**config.mk**
```make
export PLATFORM = sky130hd
export DESIGN_NAME = extmem_strobe_gen
export DESIGN_NICKNAME = d
export VERILOG_FILES = /design/src/rtl/extmem_strobe_pkg.sv /design/src/rtl/extmem_timing_regs.sv /design/src/rtl/extmem_strobe_timer.sv /design/src/rtl/extmem_strobe_gen.sv
export SDC_FILE = /design/constraint.sdc
export NUM_CORES = 1
export LEC_CHECK = 0
export BUFFER_PORTS_ARGS = -buffer_cell sky130_fd_sc_hd__buf_2
export CORE_UTILIZATION = 53
export CTS_BUF_LIST = sky130_fd_sc_hd__clkbuf_4 sky130_fd_sc_hd__clkbuf_8
export DETAILED_ROUTE_END_ITERATION = 10
export PLACE_DENSITY = 0.73
export SYNTH_ARGS = -nofsm -noshare
export SYNTH_HDL_FRONTEND = slang
export SYNTH_HIERARCHICAL = 1
export SYNTH_SLANG_ARGS = --single-unit
```
**constraint.sdc**
```tcl
create_clock -name clk -period 3 [get_ports clk]
set_clock_uncertainty 0.05 [all_clocks]
set_input_delay 0.6 -clock clk [delete_from_list [all_inputs] [get_ports clk]]
set_output_delay 0.6 -clock clk [all_outputs]
set_load 0.01 [all_outputs]
```
**src/rtl/extmem_strobe_pkg.sv**
```systemverilog
// Shared types and the width decoder for the strobe generator.
// Assumes a 32-bit timing word with four 7-bit fields, each with a spare top bit.
package extmem_strobe_pkg;

    localparam int FIELD_W = 7;
    localparam int LEN_W   = 9;   // holds up to 256 + 63
    localparam logic [31:0] TIMING_RESET = 32'h0101_0101;
    localparam logic [31:0] TIMING_MASK  = 32'h7F7F_7F7F;

    typedef struct packed {
        logic               spare3;
        logic [FIELD_W-1:0] cs_rd_w;   // chip select, read access
        logic               spare2;
        logic [FIELD_W-1:0] rd_w;      // read strobe
        logic               spare1;
        logic [FIELD_W-1:0] cs_wr_w;   // chip select, write access
        logic               spare0;
        logic [FIELD_W-1:0] we_w;      // write strobe
    } timing_word_t;

    // Two-range width code: bit 6 adds 256 clocks, bits 5:0 add the fine count; zero becomes one.
    function automatic logic [LEN_W-1:0] width_of(input logic [FIELD_W-1:0] f);
        logic [LEN_W-1:0] v;
        v = {f[6], 2'b00, f[5:0]};
        if (v == '0) v = LEN_W'(1);
        return v;
    endfunction

endpackage

```
**src/rtl/extmem_timing_regs.sv**
```systemverilog
// Timing word storage, one 32-bit word per chip select, at byte address 0x04 + 0x10*n.
// Assumes single-cycle writes and a combinational read. Spare bits are stored as zero.
module extmem_timing_regs
    import extmem_strobe_pkg::*;
#(
    parameter int NUM_CS = 4,
    parameter int ADDR_W = 8
) (
    input  logic                   clk,
    input  logic                   rst_n,
    input  logic                   reg_we,
    input  logic [ADDR_W-1:0]      reg_addr,
    input  logic [31:0]            reg_wdata,
    output logic [31:0]            reg_rdata,
    output logic [NUM_CS-1:0][31:0] words
);
    localparam int IDX_W = ADDR_W - 4;
    localparam int CS_W  = (NUM_CS > 1) ? $clog2(NUM_CS) : 1;

    logic [IDX_W-1:0] idx;
    logic             hit;

    // Address decode: word offset 4 inside a 16-byte slot whose index is a valid chip select.
    always_comb begin
        idx = reg_addr[ADDR_W-1:4];
        hit = (reg_addr[3:0] == 4'h4) && (idx < IDX_W'(NUM_CS));
    end

    for (genvar g = 0; g < NUM_CS; g++) begin : g_word
        // Holds one timing word; only its own slot writes it, with spare bits masked off.
        always_ff @(posedge clk) begin
            if (!rst_n)
                words[g] <= TIMING_RESET;
            else if (reg_we && hit && idx == IDX_W'(g))
                words[g] <= reg_wdata & TIMING_MASK;
        end
    end

    // Read mux: the addressed word, or zero when nothing matches.
    always_comb begin
        reg_rdata = '0;
        if (hit) reg_rdata = words[idx[CS_W-1:0]];
    end
endmodule

```
**src/rtl/extmem_strobe_timer.sv**
```systemverilog
// Down-counter for one strobe. Loading a nonzero width drives the strobe low for exactly
// that many cycles; loading zero leaves it high. Assumes the load value fits LEN_W bits.
module extmem_strobe_timer
    import extmem_strobe_pkg::*;
(
    input  logic             clk,
    input  logic             rst_n,
    input  logic             load,
    input  logic [LEN_W-1:0] load_len,
    output logic             strobe_n,
    output logic             idle
);
    logic [LEN_W-1:0] remain;

    // Counts the remaining low cycles of the strobe.
    always_ff @(posedge clk) begin
        if (!rst_n)
            remain <= '0;
        else if (load)
            remain <= load_len;
        else if (remain != '0)
            remain <= remain - LEN_W'(1);
    end

    // Strobe is low while cycles remain.
    always_comb begin
        idle     = (remain == '0);
        strobe_n = idle;
    end
endmodule

```
**src/rtl/extmem_strobe_gen.sv**
```systemverilog
// Strobe pulse generator for an external static memory. It accepts one access at a time,
// loads the widths for that access from the chip select's timing word, and flags the end.
// Assumes start_cs < NUM_CS and that the caller waits for done before relying on a new start.
module extmem_strobe_gen
    import extmem_strobe_pkg::*;
#(
    parameter int NUM_CS = 4,
    parameter int ADDR_W = 8,
    localparam int CS_W  = (NUM_CS > 1) ? $clog2(NUM_CS) : 1
) (
    input  logic              clk,
    input  logic              rst_n,
    input  logic              reg_we,
    input  logic [ADDR_W-1:0] reg_addr,
    input  logic [31:0]       reg_wdata,
    output logic [31:0]       reg_rdata,
    input  logic              start,
    input  logic [CS_W-1:0]   start_cs,
    input  logic              start_wr,
    input  logic              start_page,
    input  logic              start_first,
    output logic              ncs_n,
    output logic              nrd_n,
    output logic              nwe_n,
    output logic              done
);
    logic [NUM_CS-1:0][31:0] words;
    timing_word_t            tw;
    logic [LEN_W-1:0]        len_cs, len_rd, len_we, page_len;
    logic                    accept, active_q;
    logic                    cs_idle, rd_idle, we_idle;

    extmem_timing_regs #(.NUM_CS(NUM_CS), .ADDR_W(ADDR_W)) regs_i (
        .clk(clk), .rst_n(rst_n), .reg_we(reg_we), .reg_addr(reg_addr),
        .reg_wdata(reg_wdata), .reg_rdata(reg_rdata), .words(words)
    );

    // Width selection for the requested access kind.
    always_comb begin
        tw       = timing_word_t'(words[start_cs]);
        page_len = start_first ? width_of(tw.cs_rd_w) : width_of(tw.rd_w);
        len_cs   = '0;
        len_rd   = '0;
        len_we   = '0;
        if (start_wr) begin
            len_cs = width_of(tw.cs_wr_w);
            len_we = width_of(tw.we_w);
        end else if (start_page) begin
            len_cs = page_len;
            len_rd = page_len;
        end else begin
            len_cs = width_of(tw.cs_rd_w);
            len_rd = width_of(tw.rd_w);
        end
    end

    // Start acceptance and end-of-access detection.
    always_comb begin
        accept = start && !active_q;
        done   = active_q && cs_idle && rd_idle && we_idle;
    end

    // Access-in-progress flag: set on an accepted start, cleared after the done cycle.
    always_ff @(posedge clk) begin
        if (!rst_n)
            active_q <= 1'b0;
        else if (accept)
            active_q <= 1'b1;
        else if (done)
            active_q <= 1'b0;
    end

    extmem_strobe_timer cs_tmr_i (
        .clk(clk), .rst_n(rst_n), .load(accept), .load_len(len_cs),
        .strobe_n(ncs_n), .idle(cs_idle)
    );
    extmem_strobe_timer rd_tmr_i (
        .clk(clk), .rst_n(rst_n), .load(accept), .load_len(len_rd),
        .strobe_n(nrd_n), .idle(rd_idle)
    );
    extmem_strobe_timer we_tmr_i (
        .clk(clk), .rst_n(rst_n), .load(accept), .load_len(len_we),
        .strobe_n(nwe_n), .idle(we_idle)
    );
endmodule

```
Word-level counts from Yosys, hierarchy flattened
Index checks and enable logic that the tools add are counted.

Bits in registers: 140. Latch bits: 0. Bits in writable memories: 0. Memory bits (read-only): 0. Input port bits: 49. Output and inout bits: 36. Word-level logic and storage cells: 67. Memories: 0.

$add $sub $neg: 3. Multipliers: 0. Div/mod/pow operators: 0. Order comparisons: 3. Equality and inequality tests: 4. Shift-type cells: 0. Muxes and demuxes: 23. Bitwise gates (word level): 0. Reductions and logical operators: 26.

Operators with widths (count): $mux W9 (16); $bmux W32 S2 (2); $mux W32 (2); $mux W31 (1); $logic_not A7 Y1 (4); $logic_not A9 Y1 (3); $reduce_bool A9 Y1 (3); $sub A9 B1 Y9 const B (3); $logic_and A1 B1 Y1 (10); $eq A4 B2 Y1 const B (2); $reduce_bool A2 Y1 (4); $lt A2 B3 Y1 const B (2); $eq A4 B1 Y1 const B (1); $eq A4 B3 Y1 const B (1); $logic_not A4 Y1 (1); $lt A4 B3 Y1 const B (1); $mux W1 (2); $logic_not A1 Y1 (1).

Longest topological paths before layout
Word-level depth: 8. Depth in mapped cells: 9. Gate-level depth less buffers: 7.

Hierarchy
Netlist, hierarchy kept.

By module, submodules not included: extmem_timing_regs (times used 1, cells an instance 490, area an instance 5213.8 sq um, seq. area each 2242.2 sq um); extmem_strobe_timer (times used 3, cells an instance 63, area an instance 519.2 sq um, seq. area each 180.2 sq um); extmem_strobe_gen (times used 1, cells an instance 107, area an instance 1167.4 sq um, seq. area each 20.0 sq um).

Worst setup path after synthesis
OpenSTA, ideal clock, no wires.

Kind: input to register. Start point: input port start_cs[0]. End point: register cs_tmr_i.remain[0]. Setup time: 0.079 ns. Arrival: 2.187 ns. Required time: 2.871 ns. Slack: 0.684 ns. Stages on the path: 9. Path buffers: 2. Path through: buf_6 buf_8 mux4_2 nor4_2 a21oi_1 a211o_1 nand2_1 nand3_1 o211ai_1.

Word-level cells in the longest chain between the ends: 8. Elaborated cells between the ends (all ways): 12. Classes of those cells: 9 x mux; 3 x reduce/logical.

Ends and longest elaborated chain: from (decl) (line extmem_strobe_gen.sv:18) `input logic [CS_W-1:0] start_cs,`; $bmux W32 S2 (*) (line extmem_strobe_gen.sv:40) `tw = timing_word_t'(words[start_cs]);`; $mux W31 (not written as such) (*) (line extmem_strobe_gen.sv:40); $logic_not A7 Y1 (line extmem_strobe_pkg.sv:25) `if (v == '0) v = LEN_W'(1);`; $mux W9 (line extmem_strobe_pkg.sv:25); $mux W9 (line extmem_strobe_gen.sv:41) `page_len = start_first ? width_of(tw.cs_rd_w) : width_of(tw.rd_w);`; $mux W9 (line extmem_strobe_gen.sv:48) `end else if (start_page) begin`; $mux W9 (*) (line extmem_strobe_gen.sv:45) `if (start_wr) begin`; via len_cs[0] (line extmem_strobe_gen.sv:29) `logic [LEN_W-1:0] len_cs, len_rd, len_we, page_len;`; $mux W9 (*) (line extmem_strobe_timer.sv:19) `else if (load)`; to (signal assigned) (line extmem_strobe_timer.sv:20) `remain <= load_len;`; to (signal assigned) (line extmem_strobe_timer.sv:22) `remain <= remain - LEN_W'(1);`; to (decl) (line extmem_strobe_timer.sv:13) `logic [LEN_W-1:0] remain;`.

Mark *: on every way through the listed nets, which the timed path passes. The rest lies on a longest branch. The select of a mux whose other input is x is not followed. A chain may end at the register's enable or synchronous reset.

Worst setup path after layout
Start point: register cs_tmr_i.remain[0]. End point: output port done.

Word-level cells in the longest chain between the ends: 4.

Ends and longest elaborated chain: $logic_not A9 Y1 (line extmem_strobe_timer.sv:27) `idle = (remain == '0);`; $logic_and A1 B1 Y1 (3 in a row) (line extmem_strobe_gen.sv:60) `done = active_q && cs_idle && rd_idle && we_idle;`; to (decl) (line extmem_strobe_gen.sv:25) `output logic done`.

Every way passes these cells.

==> results.toml <==
[cts]
numCtsBuffers = 17
cts.clk_slew.worst_paths_ns = 0.08
clockRootBuffer = "clkbuf_8"
cts_buffer_depth = 2
clock_sinks = 140
htree_num_levels = 4
cts-hold-fix-buffers = 0
clkLatencyLatePin_ns = 0.45
tritoncts = "built"
cts.repair.resized = 0
post-cts-setup-buffers = 0

[floorplan]
row_count = 44
die_y_um = 123.5
coreArea_um2 = 14480
start_util = 0.5400
die_w_um = 123.5
die-area_um2 = 15240
io_pins = 85

[sta]
setup_slack_ns = 0.2090
rsz0062_at_grt = "false"
max_slew_margin = 0.6070
finalCritPeriodShare = 0.9303
slew_viol_final = 0
period_needed_ns = 2.791
hold_violations = 0
setup_viol = 0
fmax_mhz = 358.3
timing.hold.ws_ns = 0.3534
worst_pin_slew_ns = 0.5884
setup-tns-final_ns = 0

[critical_path]
cp_top_family = "simple AND/OR/NAND/NOR gates"
worst_path_max_delay_cell = "and3_1"
cp_max_fo = 8
cp-end-kind = "primary output"
crit_buf_inv = 2
worstPathArrival_ns = 2.14
crit_chain = "inv_1 -> ha_1 -> nor4b_2 -> and3_1 -> and4_1 -> buf_2"
critPathKind = "reg -> out"
crit_path_start_kind = "flip-flop"
cpPeakStageDelay_ns = 0.39
worstPathRequired_ns = 2.35

[global_route]
antenna_found_initial = 0
grt_pass1_vias = 6125
grt_remaining_overflow = 0
grt_start_max_net_pins = 52
grt_pass1_wl_um = 30890
grt_usage = 0.2672

[routing]
drtPass1Iterations = 5
avgRoutedWirePerCell_um = 18.78
final_antenna_net_count = 0
drc_errors = 0
vias = 6165
drt_wl_total_um = 19350
drtIter0Drc = 568
drt-vias-per-instance = 5.985

[cells_and_area]
area_growth_pct = 11.41
diodes = 0
finalNetCount = 885
nFillCells = 1203
final_cell_area_um2 = 8711
drive_gt1_frac = 0.2281
seqCellArea_um2 = 2803
multi_input_area_um2 = 4562

[job]
cap_violations = 0

[placement]
dpl_worst_slack_ns = 0.1254
gp_congestion = 0.8590
place_area_um2 = 8282
port_buffers = 76
hpwlAfterDp_um = 13190

[status]
status = "complete, no violations"

[pwr]
p_leak_nw = 4.206
cellPowerDensity_nw_per_um2 = 582.0
ir_worst_vdd_v = 0.0003294

[synthesis]
synthesis.area_um2 = 7819
synth_cells = 770
syn_area_per_cell_um2 = 10.15
yosys_warnings = 6

[hold_path]
hp-class = "in -> reg"
-- layout make-up --
class	instances	share of cell area
clock buffers	24	0.03720
multi-input cells	563	0.5237
flip-flops and latches	140	0.3217
clock inverters	8	0.01207
repair buffers	102	0.07498
well taps	184	0.02643
inverters	9	0.003878
-- cells in the final DEF, fill, tap and decap left out, types with 11 or more instances in the layout --
| master | n |
|---|---|
| buf_2 | 75 |
| buf_4 | 21 |
| nor2_1 | 21 |
| and3_1 | 32 |
| mux4_1 | 11 |
| a21oi_1 | 19 |
| dfxtp_1 | 140 |
| nand3_1 | 24 |
| mux4_2 | 45 |
| nor2b_1 | 23 |
| mux2i_1 | 121 |
| o21ai_0 | 19 |
| nand2_1 | 158 |
| clkbuf_8 | 23 |
-- tightest hold or removal path, stage by stage --
cell     delay, ns
buf_2         0.09
o21ai_0       0.06
nor2_1        0.07
-- report_power, final --
part | internal [mW] | total, mW | switching, mW
Sequential | 1.99 | 2.15 | 0.159
Combinational | 0.606 | 1.29 | 0.686
Clock | 0.884 | 1.63 | 0.742
-- flip-flops by register name, summed over array words and instances (netlist names) --
register         flops
cs_tmr_i/remain      9
active_q             1
rd_tmr_i/remain      9
we_tmr_i/remain      9
regs_i/words       112
-- path summary, 6_finish.rpt --
path | to | start | depth (start not counted) | slack [ns]
setup / recovery | done | cs_tmr_i/remain[0] | 6 | 0.21
hold / removal | active_q | start | 3 | 0.35
setup reg to reg | cs_tmr_i/remain[0] | regs_i/words[106] | 7 | 0.87
hold reg to reg | regs_i/words[92] | regs_i/words[92] | 2 | 0.43
-- through the flow --
step	util	power, mW	instances
2_1_floorplan	-	3.258	778
3_3_place_gp	0.5720	3.417	998
3_5_place_dp	0.5720	3.476	998
4_1_cts	0.6016	5.097	1030
5_1_grt	0.6016	5.321	1030
6_report	0.6016	5.069	1030
-- metal layers --
layer  up-vias  global-route usage  wire [µm]
met4         0              0.1099        422
met5         -                   0          0
li1       2888                   -          -
met1      3025              0.3498       8436
met3        40             0.04059       1015
met2       212              0.4410       9473
(Power assumes the default switching activity.)
